### src/rtl/fpr_pkg.sv
package fpr_pkg;

    typedef enum logic [2:0] {
        RM_NEAR_EVEN = 3'd0,
        RM_ZERO      = 3'd1,
        RM_UP        = 3'd2,
        RM_DOWN      = 3'd3,
        RM_NEAR_AWAY = 3'd4,
        RM_ODD_POS   = 3'd5,
        RM_ODD_NEG   = 3'd6,
        RM_SPARE     = 3'd7
    } rmode_e;

    typedef enum logic [1:0] {
        INC_NEAR_EVEN = 2'd0,
        INC_NEAR_AWAY = 2'd1,
        INC_DIRECTED  = 2'd2,
        INC_ODD       = 2'd3
    } inc_kind_e;

    typedef struct packed {
        inc_kind_e kind;
        logic      dir_up;
        logic      ovf_inf;
        logic      unf_zero;
        logic      zero_neg;
    } rnd_policy_t;

endpackage

### src/rtl/fpr_mode_decode.sv
module fpr_mode_decode
    import fpr_pkg::*;
(
    input  logic [2:0]  rmode_i,
    input  logic        sign_i,
    output rnd_policy_t pol_o
);
    rmode_e mode;
    assign mode = rmode_e'(rmode_i);

    always_comb begin
        pol_o = '{kind: INC_NEAR_EVEN, dir_up: 1'b0, ovf_inf: 1'b1,
                  unf_zero: 1'b1, zero_neg: 1'b0};
        unique case (mode)
            RM_NEAR_EVEN, RM_SPARE: begin
                pol_o.kind = INC_NEAR_EVEN;
            end
            RM_ZERO: begin
                pol_o.kind    = INC_DIRECTED;
                pol_o.ovf_inf = 1'b0;
            end
            RM_UP: begin
                pol_o.kind     = INC_DIRECTED;
                pol_o.dir_up   = ~sign_i;
                pol_o.ovf_inf  = ~sign_i;
                pol_o.unf_zero = sign_i;
            end
            RM_DOWN: begin
                pol_o.kind     = INC_DIRECTED;
                pol_o.dir_up   = sign_i;
                pol_o.ovf_inf  = sign_i;
                pol_o.unf_zero = ~sign_i;
                pol_o.zero_neg = 1'b1;
            end
            RM_NEAR_AWAY: begin
                pol_o.kind = INC_NEAR_AWAY;
            end
            RM_ODD_POS: begin
                pol_o.kind     = INC_ODD;
                pol_o.ovf_inf  = 1'b0;
                pol_o.unf_zero = 1'b0;
            end
            RM_ODD_NEG: begin
                pol_o.kind     = INC_ODD;
                pol_o.ovf_inf  = 1'b0;
                pol_o.unf_zero = 1'b0;
                pol_o.zero_neg = 1'b1;
            end
        endcase
    end
endmodule

### src/rtl/fpr_round_incr.sv
module fpr_round_incr
    import fpr_pkg::*;
#(
    parameter int MAN_W = 23
) (
    input  inc_kind_e        kind_i,
    input  logic             dir_up_i,
    input  logic [MAN_W:0]   mant_i,
    input  logic             grd_i,
    input  logic             rnd_i,
    input  logic             stk_i,
    output logic [MAN_W+1:0] sum_o
);
    logic inexact;
    logic inc;

    assign inexact = grd_i | rnd_i | stk_i;

    always_comb begin
        unique case (kind_i)
            INC_NEAR_EVEN: inc = grd_i & (rnd_i | stk_i | mant_i[0]);
            INC_NEAR_AWAY: inc = grd_i;
            INC_DIRECTED:  inc = dir_up_i & inexact;
            INC_ODD:       inc = inexact & ~mant_i[0];
        endcase
    end

    assign sum_o = {1'b0, mant_i} + {{(MAN_W+1){1'b0}}, inc};
endmodule

### src/rtl/fpr_pack.sv
module fpr_pack
    import fpr_pkg::*;
#(
    parameter int EXP_W = 8,
    parameter int MAN_W = 23
) (
    input  logic                   sign_i,
    input  logic [EXP_W-1:0]       exp_i,
    input  logic [MAN_W+1:0]       sum_i,
    input  logic                   ovf_i,
    input  logic                   unf_i,
    input  logic                   zero_i,
    input  logic                   zfix_i,
    input  rnd_policy_t            pol_i,
    output logic [EXP_W+MAN_W:0]   word_o
);
    localparam int                 WORD_W  = 1 + EXP_W + MAN_W;
    localparam logic [EXP_W:0]     EXP_TOP = {1'b0, {EXP_W{1'b1}}};
    localparam logic [EXP_W-1:0]   EXP_BIG = {{(EXP_W-1){1'b1}}, 1'b0};

    logic             carry;
    logic [EXP_W:0]   exp_ext;
    logic [MAN_W-1:0] frac;
    logic             sat;
    logic             zsign;

    assign carry = sum_i[MAN_W+1];
    assign exp_ext = (exp_i == '0) ? {{EXP_W{1'b0}}, sum_i[MAN_W]}
                                   : {1'b0, exp_i} + {{EXP_W{1'b0}}, carry};
    assign frac  = carry ? sum_i[MAN_W:1] : sum_i[MAN_W-1:0];
    assign sat   = exp_ext >= EXP_TOP;
    assign zsign = zfix_i ? sign_i : pol_i.zero_neg;

    always_comb begin
        if (zero_i)
            word_o = {zsign, {(WORD_W-1){1'b0}}};
        else if (ovf_i || sat)
            word_o = pol_i.ovf_inf ? {sign_i, {EXP_W{1'b1}}, {MAN_W{1'b0}}}
                                   : {sign_i, EXP_BIG, {MAN_W{1'b1}}};
        else if (unf_i)
            word_o = pol_i.unf_zero ? {sign_i, {(WORD_W-1){1'b0}}}
                                    : {sign_i, {(WORD_W-2){1'b0}}, 1'b1};
        else
            word_o = {sign_i, exp_ext[EXP_W-1:0], frac};
    end
endmodule

### src/rtl/fpr_finalize.sv
module fpr_finalize
    import fpr_pkg::*;
#(
    parameter int EXP_W = 8,
    parameter int MAN_W = 23
) (
    input  logic                 clk,
    input  logic                 rst_n,
    input  logic [2:0]           rmode,
    input  logic                 iz_sign,
    input  logic [EXP_W-1:0]     iz_exp,
    input  logic [MAN_W:0]       iz_mant,
    input  logic                 iz_grd,
    input  logic                 iz_rnd,
    input  logic                 iz_stk,
    input  logic                 iz_ovf,
    input  logic                 iz_unf,
    input  logic                 iz_zero,
    input  logic                 iz_zfix,
    output logic [EXP_W+MAN_W:0] res
);
    localparam int WORD_W = 1 + EXP_W + MAN_W;

    rnd_policy_t      pol;
    logic [MAN_W+1:0] sum;
    logic [WORD_W-1:0] word_d;

    fpr_mode_decode u_dec (
        .rmode_i (rmode),
        .sign_i  (iz_sign),
        .pol_o   (pol)
    );

    fpr_round_incr #(.MAN_W(MAN_W)) u_inc (
        .kind_i   (pol.kind),
        .dir_up_i (pol.dir_up),
        .mant_i   (iz_mant),
        .grd_i    (iz_grd),
        .rnd_i    (iz_rnd),
        .stk_i    (iz_stk),
        .sum_o    (sum)
    );

    fpr_pack #(.EXP_W(EXP_W), .MAN_W(MAN_W)) u_pack (
        .sign_i (iz_sign),
        .exp_i  (iz_exp),
        .sum_i  (sum),
        .ovf_i  (iz_ovf),
        .unf_i  (iz_unf),
        .zero_i (iz_zero),
        .zfix_i (iz_zfix),
        .pol_i  (pol),
        .word_o (word_d)
    );

    always_ff @(posedge clk or negedge rst_n) begin
        if (!rst_n) res <= '0;
        else        res <= word_d;
    end

    logic plain;
    assign plain = !iz_zero && !iz_ovf && !iz_unf;

    a_r7_ovf_zero_mode_maxfin: assert property (@(posedge clk) disable iff (!rst_n)
        (iz_ovf && !iz_zero && rmode == 3'd1) |=>
        res[WORD_W-2:0] == {{(EXP_W-1){1'b1}}, 1'b0, {MAN_W{1'b1}}});

    a_r9_down_open_zero_neg: assert property (@(posedge clk) disable iff (!rst_n)
        (iz_zero && !iz_zfix && rmode == 3'd3) |=> res == {1'b1, {(WORD_W-1){1'b0}}});

    a_r10_fixed_zero_keeps_sign: assert property (@(posedge clk) disable iff (!rst_n)
        (iz_zero && iz_zfix) |=> res == {$past(iz_sign), {(WORD_W-1){1'b0}}});

    a_r4_odd_inexact_lsb_set: assert property (@(posedge clk) disable iff (!rst_n)
        (plain && (rmode == 3'd5 || rmode == 3'd6) && (iz_grd || iz_rnd || iz_stk)) |=> res[0]);

    a_r8_unf_odd_min_subnormal: assert property (@(posedge clk) disable iff (!rst_n)
        (iz_unf && !iz_ovf && !iz_zero && rmode == 3'd5) |=>
        res[WORD_W-2:0] == {{(WORD_W-2){1'b0}}, 1'b1});

    a_r2_zero_mode_truncates: assert property (@(posedge clk) disable iff (!rst_n)
        (plain && rmode == 3'd1 && iz_exp != '0) |=>
        res[WORD_W-2:0] == {$past(iz_exp), $past(iz_mant[MAN_W-1:0])});
endmodule

### config.mk
export PLATFORM = sky130hd
export DESIGN_NAME = fpr_finalize
export DESIGN_NICKNAME = d
export VERILOG_FILES = /design/src/rtl/fpr_pkg.sv /design/src/rtl/fpr_mode_decode.sv /design/src/rtl/fpr_round_incr.sv /design/src/rtl/fpr_pack.sv /design/src/rtl/fpr_finalize.sv
export SDC_FILE = /design/constraint.sdc
export NUM_CORES = 1
export LEC_CHECK = 0
export ABC_AREA = 1
export BUFFER_PORTS_ARGS = -buffer_cell sky130_fd_sc_hd__buf_2
export CAP_MARGIN = 20
export CORE_ASPECT_RATIO = 0.7
export CORE_MARGIN = 2
export CORE_UTILIZATION = 45
export CTS_BUF_LIST = sky130_fd_sc_hd__clkbuf_4
export CTS_CLUSTER_SIZE = 40
export DETAILED_ROUTE_END_ITERATION = 6
export PLACE_DENSITY = 0.72
export SLEW_MARGIN = 0
export SYNTH_ARGS = -nofsm -noshare
export SYNTH_HDL_FRONTEND = slang
export SYNTH_SLANG_ARGS = --single-unit
### constraint.sdc
create_clock -name clk -period 0.8 [get_ports clk]
set_clock_uncertainty 0.15 [all_clocks]
set_input_delay 0.12 -clock clk [delete_from_list [all_inputs] [get_ports clk]]
set_output_delay 0.12 -clock clk [all_outputs]
set_load 0.05 [all_outputs]
# Word-level counts from Yosys, hierarchy flattened
# Cells that the tools add are included.
# Widths: inputs -> output; s select.
[totals]
register_bits = 32
in_bits = 45
output_inout_bits = 32
[classes]
add_sub_neg = 2
n_lt_le_gt_ge = 1
n_eq_ne = 10
n_mux = 14
bitwise = 9
n_reduce_logical = 9
[ops]
columns = ["operator", "count"]
rows = [
  ["$mux 31", 2],
  ["$mux 32", 1],
  ["$add 24x1->25", 1],
  ["$mux 24", 1],
  ["$mux 23", 1],
  ["$eq 3x3->1 const B", 4],
  ["$add 8x1->9", 1],
  ["$ge 9x8->1 const B", 1],
  ["$mux 9", 1],
  ["$logic_not 8->1", 1],
  ["$pmux 2 s4", 1],
  ["$eq 3x2->1 const B", 2],
  ["$pmux 1 s3", 2],
  ["$reduce_or 2->1", 3],
  ["$reduce_or 3->1", 2],
  ["$eq 2x2->1 const B", 2],
  ["$or 1x1->1", 4],
  ["$pmux 1 s4", 1],
  ["$and 1x1->1", 3],
  ["$eq 3x1->1 const B", 1],
  ["$logic_not 3->1", 1],
  ["$mux 1", 3],
  ["$eq 2x1->1 const B", 1],
  ["$logic_not 2->1", 1],
  ["other kinds (3)", 4],
]

# Logic depth before layout (Yosys ltp)
[logic_depth]
ltp_word = 12
depth_mapped = 29
depth_no_buf = 28

# Hierarchy
# A second synthesis with hierarchy kept.
[hier_totals]
hier_cells = 420
hier_area_um2 = 2685.1
[modules_own_cells]
columns = ["mod", "n_inst", "cells_each", "area_per_inst_um2", "seq_area_each_um2"]
rows = [
  ["fpr_pack", 1, 216, 1013.5, 0.0],
  ["fpr_finalize", 1, 32, 800.8, 800.8],
  ["fpr_round_incr", 1, 145, 739.5, 0.0],
  ["fpr_mode_decode", 1, 27, 131.4, 0.0],
]

# Worst setup path after synthesis
# Ideal clock, no wire load.
[synth_path]
kind = "input-to-reg"
from = "in rmode[1]"
to = "reg res[15]"
setup_time_ns = 0.118
t_arrival_ns = 3.031
t_required_ns = 0.532
slack_ns = -2.499
path_stages = 25
n_path_buf = 1
path_cell_list = "inv_1 -> o31ai_1 -> o21ai_0 -> nand2_1 -> a21oi_1 -> a211oi_1 -> ha_1 -> ha_1 -> nand2_1 -> nor2_4 -> nand2_2 -> nor2_4 -> nand2_2 -> inv_2 -> ha_1 -> nand4_2 -> o21ai_0 -> nand3_1 -> nor2_1 -> nand2_2 -> nand2_4 -> nand2_4 -> nand2_4 -> buf_6 -> nor2_2"
[synth_between]
elab_chain_len = 12
[synth_lines]
columns = ["item", "line_no", "source"]
rows = [
  ["from (decl)", "fpr_finalize.sv:9", "input logic [2:0] rmode,"],
  ["$eq 3x1->1, or another cell as far along", "fpr_mode_decode.sv:14", "unique case (mode)"],
  ["$reduce_or 3->1 (no line), or another cell as far along", "n/a", ""],
  ["$pmux 2 s4", "fpr_mode_decode.sv:14", ""],
  ["$eq 2x2->1, or another cell as far along", "fpr_round_incr.sv:20", "unique case (kind_i)"],
  ["$pmux 1 s4", "fpr_round_incr.sv:20", ""],
  ["$add 24x1->25", "fpr_round_incr.sv:28", "assign sum_o = {1'b0, mant_i} + {{(MAN_W+1){1'b0}}, inc};"],
  ["$add 8x1->9", "fpr_pack.sv:29", ": {1'b0, exp_i} + {{EXP_W{1'b0}}, carry};"],
  ["$mux 9", "fpr_pack.sv:28", "assign exp_ext = (exp_i == '0) ? {{EXP_W{1'b0}}, sum_i[MAN_W]}"],
  ["$ge 9x8->1", "fpr_pack.sv:31", "assign sat = exp_ext >= EXP_TOP;"],
  ["$logic_or 1x1->1", "fpr_pack.sv:37", "else if (ovf_i || sat)"],
  ["$mux 31 *", "fpr_pack.sv:37", ""],
  ["$mux 32 *", "fpr_pack.sv:35", "if (zero_i)"],
  ["net u_pack.word_o[15]", "fpr_pack.sv:15", "output logic [EXP_W+MAN_W:0] word_o"],
  ["to (signal assigned)", "fpr_finalize.sv:58", "else res <= word_d;"],
  ["to (decl)", "fpr_finalize.sv:20", "output logic [EXP_W+MAN_W:0] res"],
]
# The timed path passes the listed nets; every way through them passes the cells marked *.

# Final worst setup path
[layout_path]
from = "in rmode[2]"
to = "reg res[0]"
# Same word-level chain as after synthesis.

==> flow_summary.json <==
{
  "cp_slowest_stage_delay_ns": 0.25,
  "clockPowerShare_pct": 18.9,
  "grt_usage_pct": 28.92,
  "layout_common_cells": "buf_4 (93), nand2_1 (53), nor2_1 (52)",
  "grt_pass1_wl_um": 13360,
  "crit_arrival_ns": 3.35,
  "drive_gt1_share_pct": 57.55,
  "worstMarginPinSlew_ns": 0.4466,
  "path_common_cell": "nand2_2",
  "rows": 22,
  "cts_root_buf": "clkbuf_4",
  "reg_top3": "res: 32 flops",
  "postSynthNetCount": 392,
  "seq_area_frac_synth_pct": 33.53,
  "min_path_type": "primary input to register",
  "dp.cells": 569,
  "path_class": "primary input to register",
  "p_total_mw": 4.953,
  "final_cells": 595,
  "hold_start": "iz_zfix",
  "critical_path_required_ns": 0.87,
  "preCtsSetupSlack_ns": -2.663,
  "power_density_nw_per_um2": 1149,
  "grt-ovfl-total": 0,
  "swShare_pct": 39.31,
  "finalInstanceArea_um2": 4310,
  "grt_start_max_net_pins": 33,
  "die-width_um": 91.08,
  "final_core_util_pct": 83.29,
  "p_leak_nw": 2.151,
  "final_net_count": 571,
  "timing.fmax_mhz": 305.1,
  "first_iter_violations": 330,
  "min_to": "res[31]$_DFF_PN0_",
  "endpoint_kind": "register",
  "detail-route-antenna-nets": 0,
  "slew_headroom_pct": 69.84,
  "worst_setup_path_start_kind": "primary input",
  "final_common_cell": "buf_4",
  "hold_depth": 2,
  "cts_buffers": 5,
  "dr.pass1.iters": 5,
  "io_buffers": 76,
  "yosys.cell_types.count": 31,
  "vias": 3158,
  "maxCapViolations": 0,
  "cp_top_family": "simple AND/OR/NAND/NOR gates",
  "area_growth_syn_to_layout_pct": 80.46,
  "path_clk_slew_ns": 0.09,
  "ys_warn_count": 0,
  "io_pins": 77,
  "regMostFlops": "res",
  "wire_per_inst_um": 17.41,
  "grt_pass1_vias": 2787,
  "cpMaxStageDelayCell": "o31ai_4",
  "syn_area_per_cell_um2": 6.964,
  "wl_um": 10360,
  "period_share_pct": 409.7,
  "dpl-instance-area_um2": 3600,
  "diodes": 0,
  "place_hpwl_um": 5704,
  "holdBufCountCts": 2,
  "antenna_found_initial": 0,
  "h-tree-depth": 2,
  "ys_seq_elements": 32,
  "viasPerCell": 5.308,
  "p_comb_share_pct": 44.6,
  "cts_tree": "done",
  "coreArea_um2": 5175,
  "violations": "hold timing, setup timing",
  "drcViolationCount": 0,
  "n_fill_cell": 319,
  "clkSinkCount": 32,
  "p_int_mw": 3.006,
  "initial_core_util_pct": 46.16,
  "dieArea_um2": 5916,
  "hold-worst-slack_ns": -0.1432,
  "min_period_ns": 3.278,
  "power_switching_mw": 1.947,
  "hold_viol_final": 1,
  "gp_congestion": 0.9647,
  "drv_slew": 0,
  "netlist_area_um2": 2389,
  "setup_tns_ns": -86.50,
  "cp_max_fo": 11,
  "worst-path-buf-inv": 3,
  "die_y_um": 64.96,
  "status": "finished with violations",
  "vdd_ir_drop_max_uv": 591.3,
  "syn-instance-count": 343,
  "cts.path.max_buffers": 2,
  "rsz0062_at_grt": "yes",
  "largest_register_ff_count": 32,
  "final.setup.worst_slack_ns": -2.478,
  "setup_violations": 64,
  "seq_power_share_pct": 36.5
}
what timing repair did:
item / in CTS / in global routing
gates cloned: 1 / 1
setup endpoints to repair: 63 / 64
gates resized for setup: 94 / 52
pin swaps: 34 / 26
hold endpoints to repair: 34 / 1
buffers inserted: 8 / 6
power by group through the flow:
stage                     Combinational, mW  Clock, mW  Sequential [mW]
after floorplan                       0.549          0             2.21
after global placement                 1.65          0             1.79
after CTS                              1.92      0.878             1.79
after detailed placement               1.67          0             1.80
after global routing                   2.31       1.04             1.82
final                                  2.21      0.937             1.81
layout make-up:
cell class                      count  area, µm²  area share, %
Tap cell                           72      90.09          2.090
Clock inverter                      2      7.507         0.1742
Timing Repair Buffer              179       1484          34.43
Multi-Input combinational cell    265       1692          39.25
Clock buffer                        6      45.04          1.045
Inverter                           39      163.9          3.803
Sequential cell                    32      828.3          19.22
routing by layer:
metal  vias to the layer above  wire length (µm)  track usage (%)
met1                      1427              4186            40.38
met3                        56               925            3.140
met2                       244              4732            46.48
li1                       1431                 -                -
met5                         -                 0                0
met4                         0               516            11.36
Yosys cell counts (all sizes together):
master,count,share of area (%)
buf,6,2.3
clkbuf,1,0.16
o31ai,1,0.31
inv,39,6.1
xnor2,4,1.5
nand2,75,14
nand3,18,3.8
nand3b,1,0.31
a21oi,20,4.2
xor2,13,4.8
nor2,97,19
o21ai,12,2.5
o41ai,1,0.37
o22ai,1,0.26
o21bai,2,0.63
ha,4,2.1
or2,2,0.52
a211oi,1,0.31
or3,1,0.26
nand4,6,1.8
nor3,6,1.7
dfrtp,32,34
cells by family after synthesis:
kind of cell	count (synthesis)	synth area share [%]
buffers and inverters	46	8.538
DFF	32	33.53
xor gates and xnor gates	17	6.234
AOI/OAI and AO/OA	38	8.591
and+or+nand+nor	206	41.02
adders and majority gates	4	2.095
how the worst max path moves through the flow:
| stage | start | end | slack [ns] | depth (start not counted) |
|---|---|---|---|---|
| after floorplan | rmode[1] | res[15]$_DFF_PN0_ | -2.41 | 27 |
| after global placement | rmode[1] | res[20]$_DFF_PN0_ | -2.55 | 28 |
| after detailed placement | rmode[1] | res[28]$_DFF_PN0_ | -2.66 | 26 |
| after CTS | rmode[1] | res[12]$_DFF_PN0_ | -2.05 | 28 |
| after global routing | rmode[2] | res[10]$_DFF_PN0_ | -2.58 | 26 |
| final | rmode[2] | res[0]$_DFF_PN0_ | -2.48 | 27 |
Power figures use the tool's default switching activity.
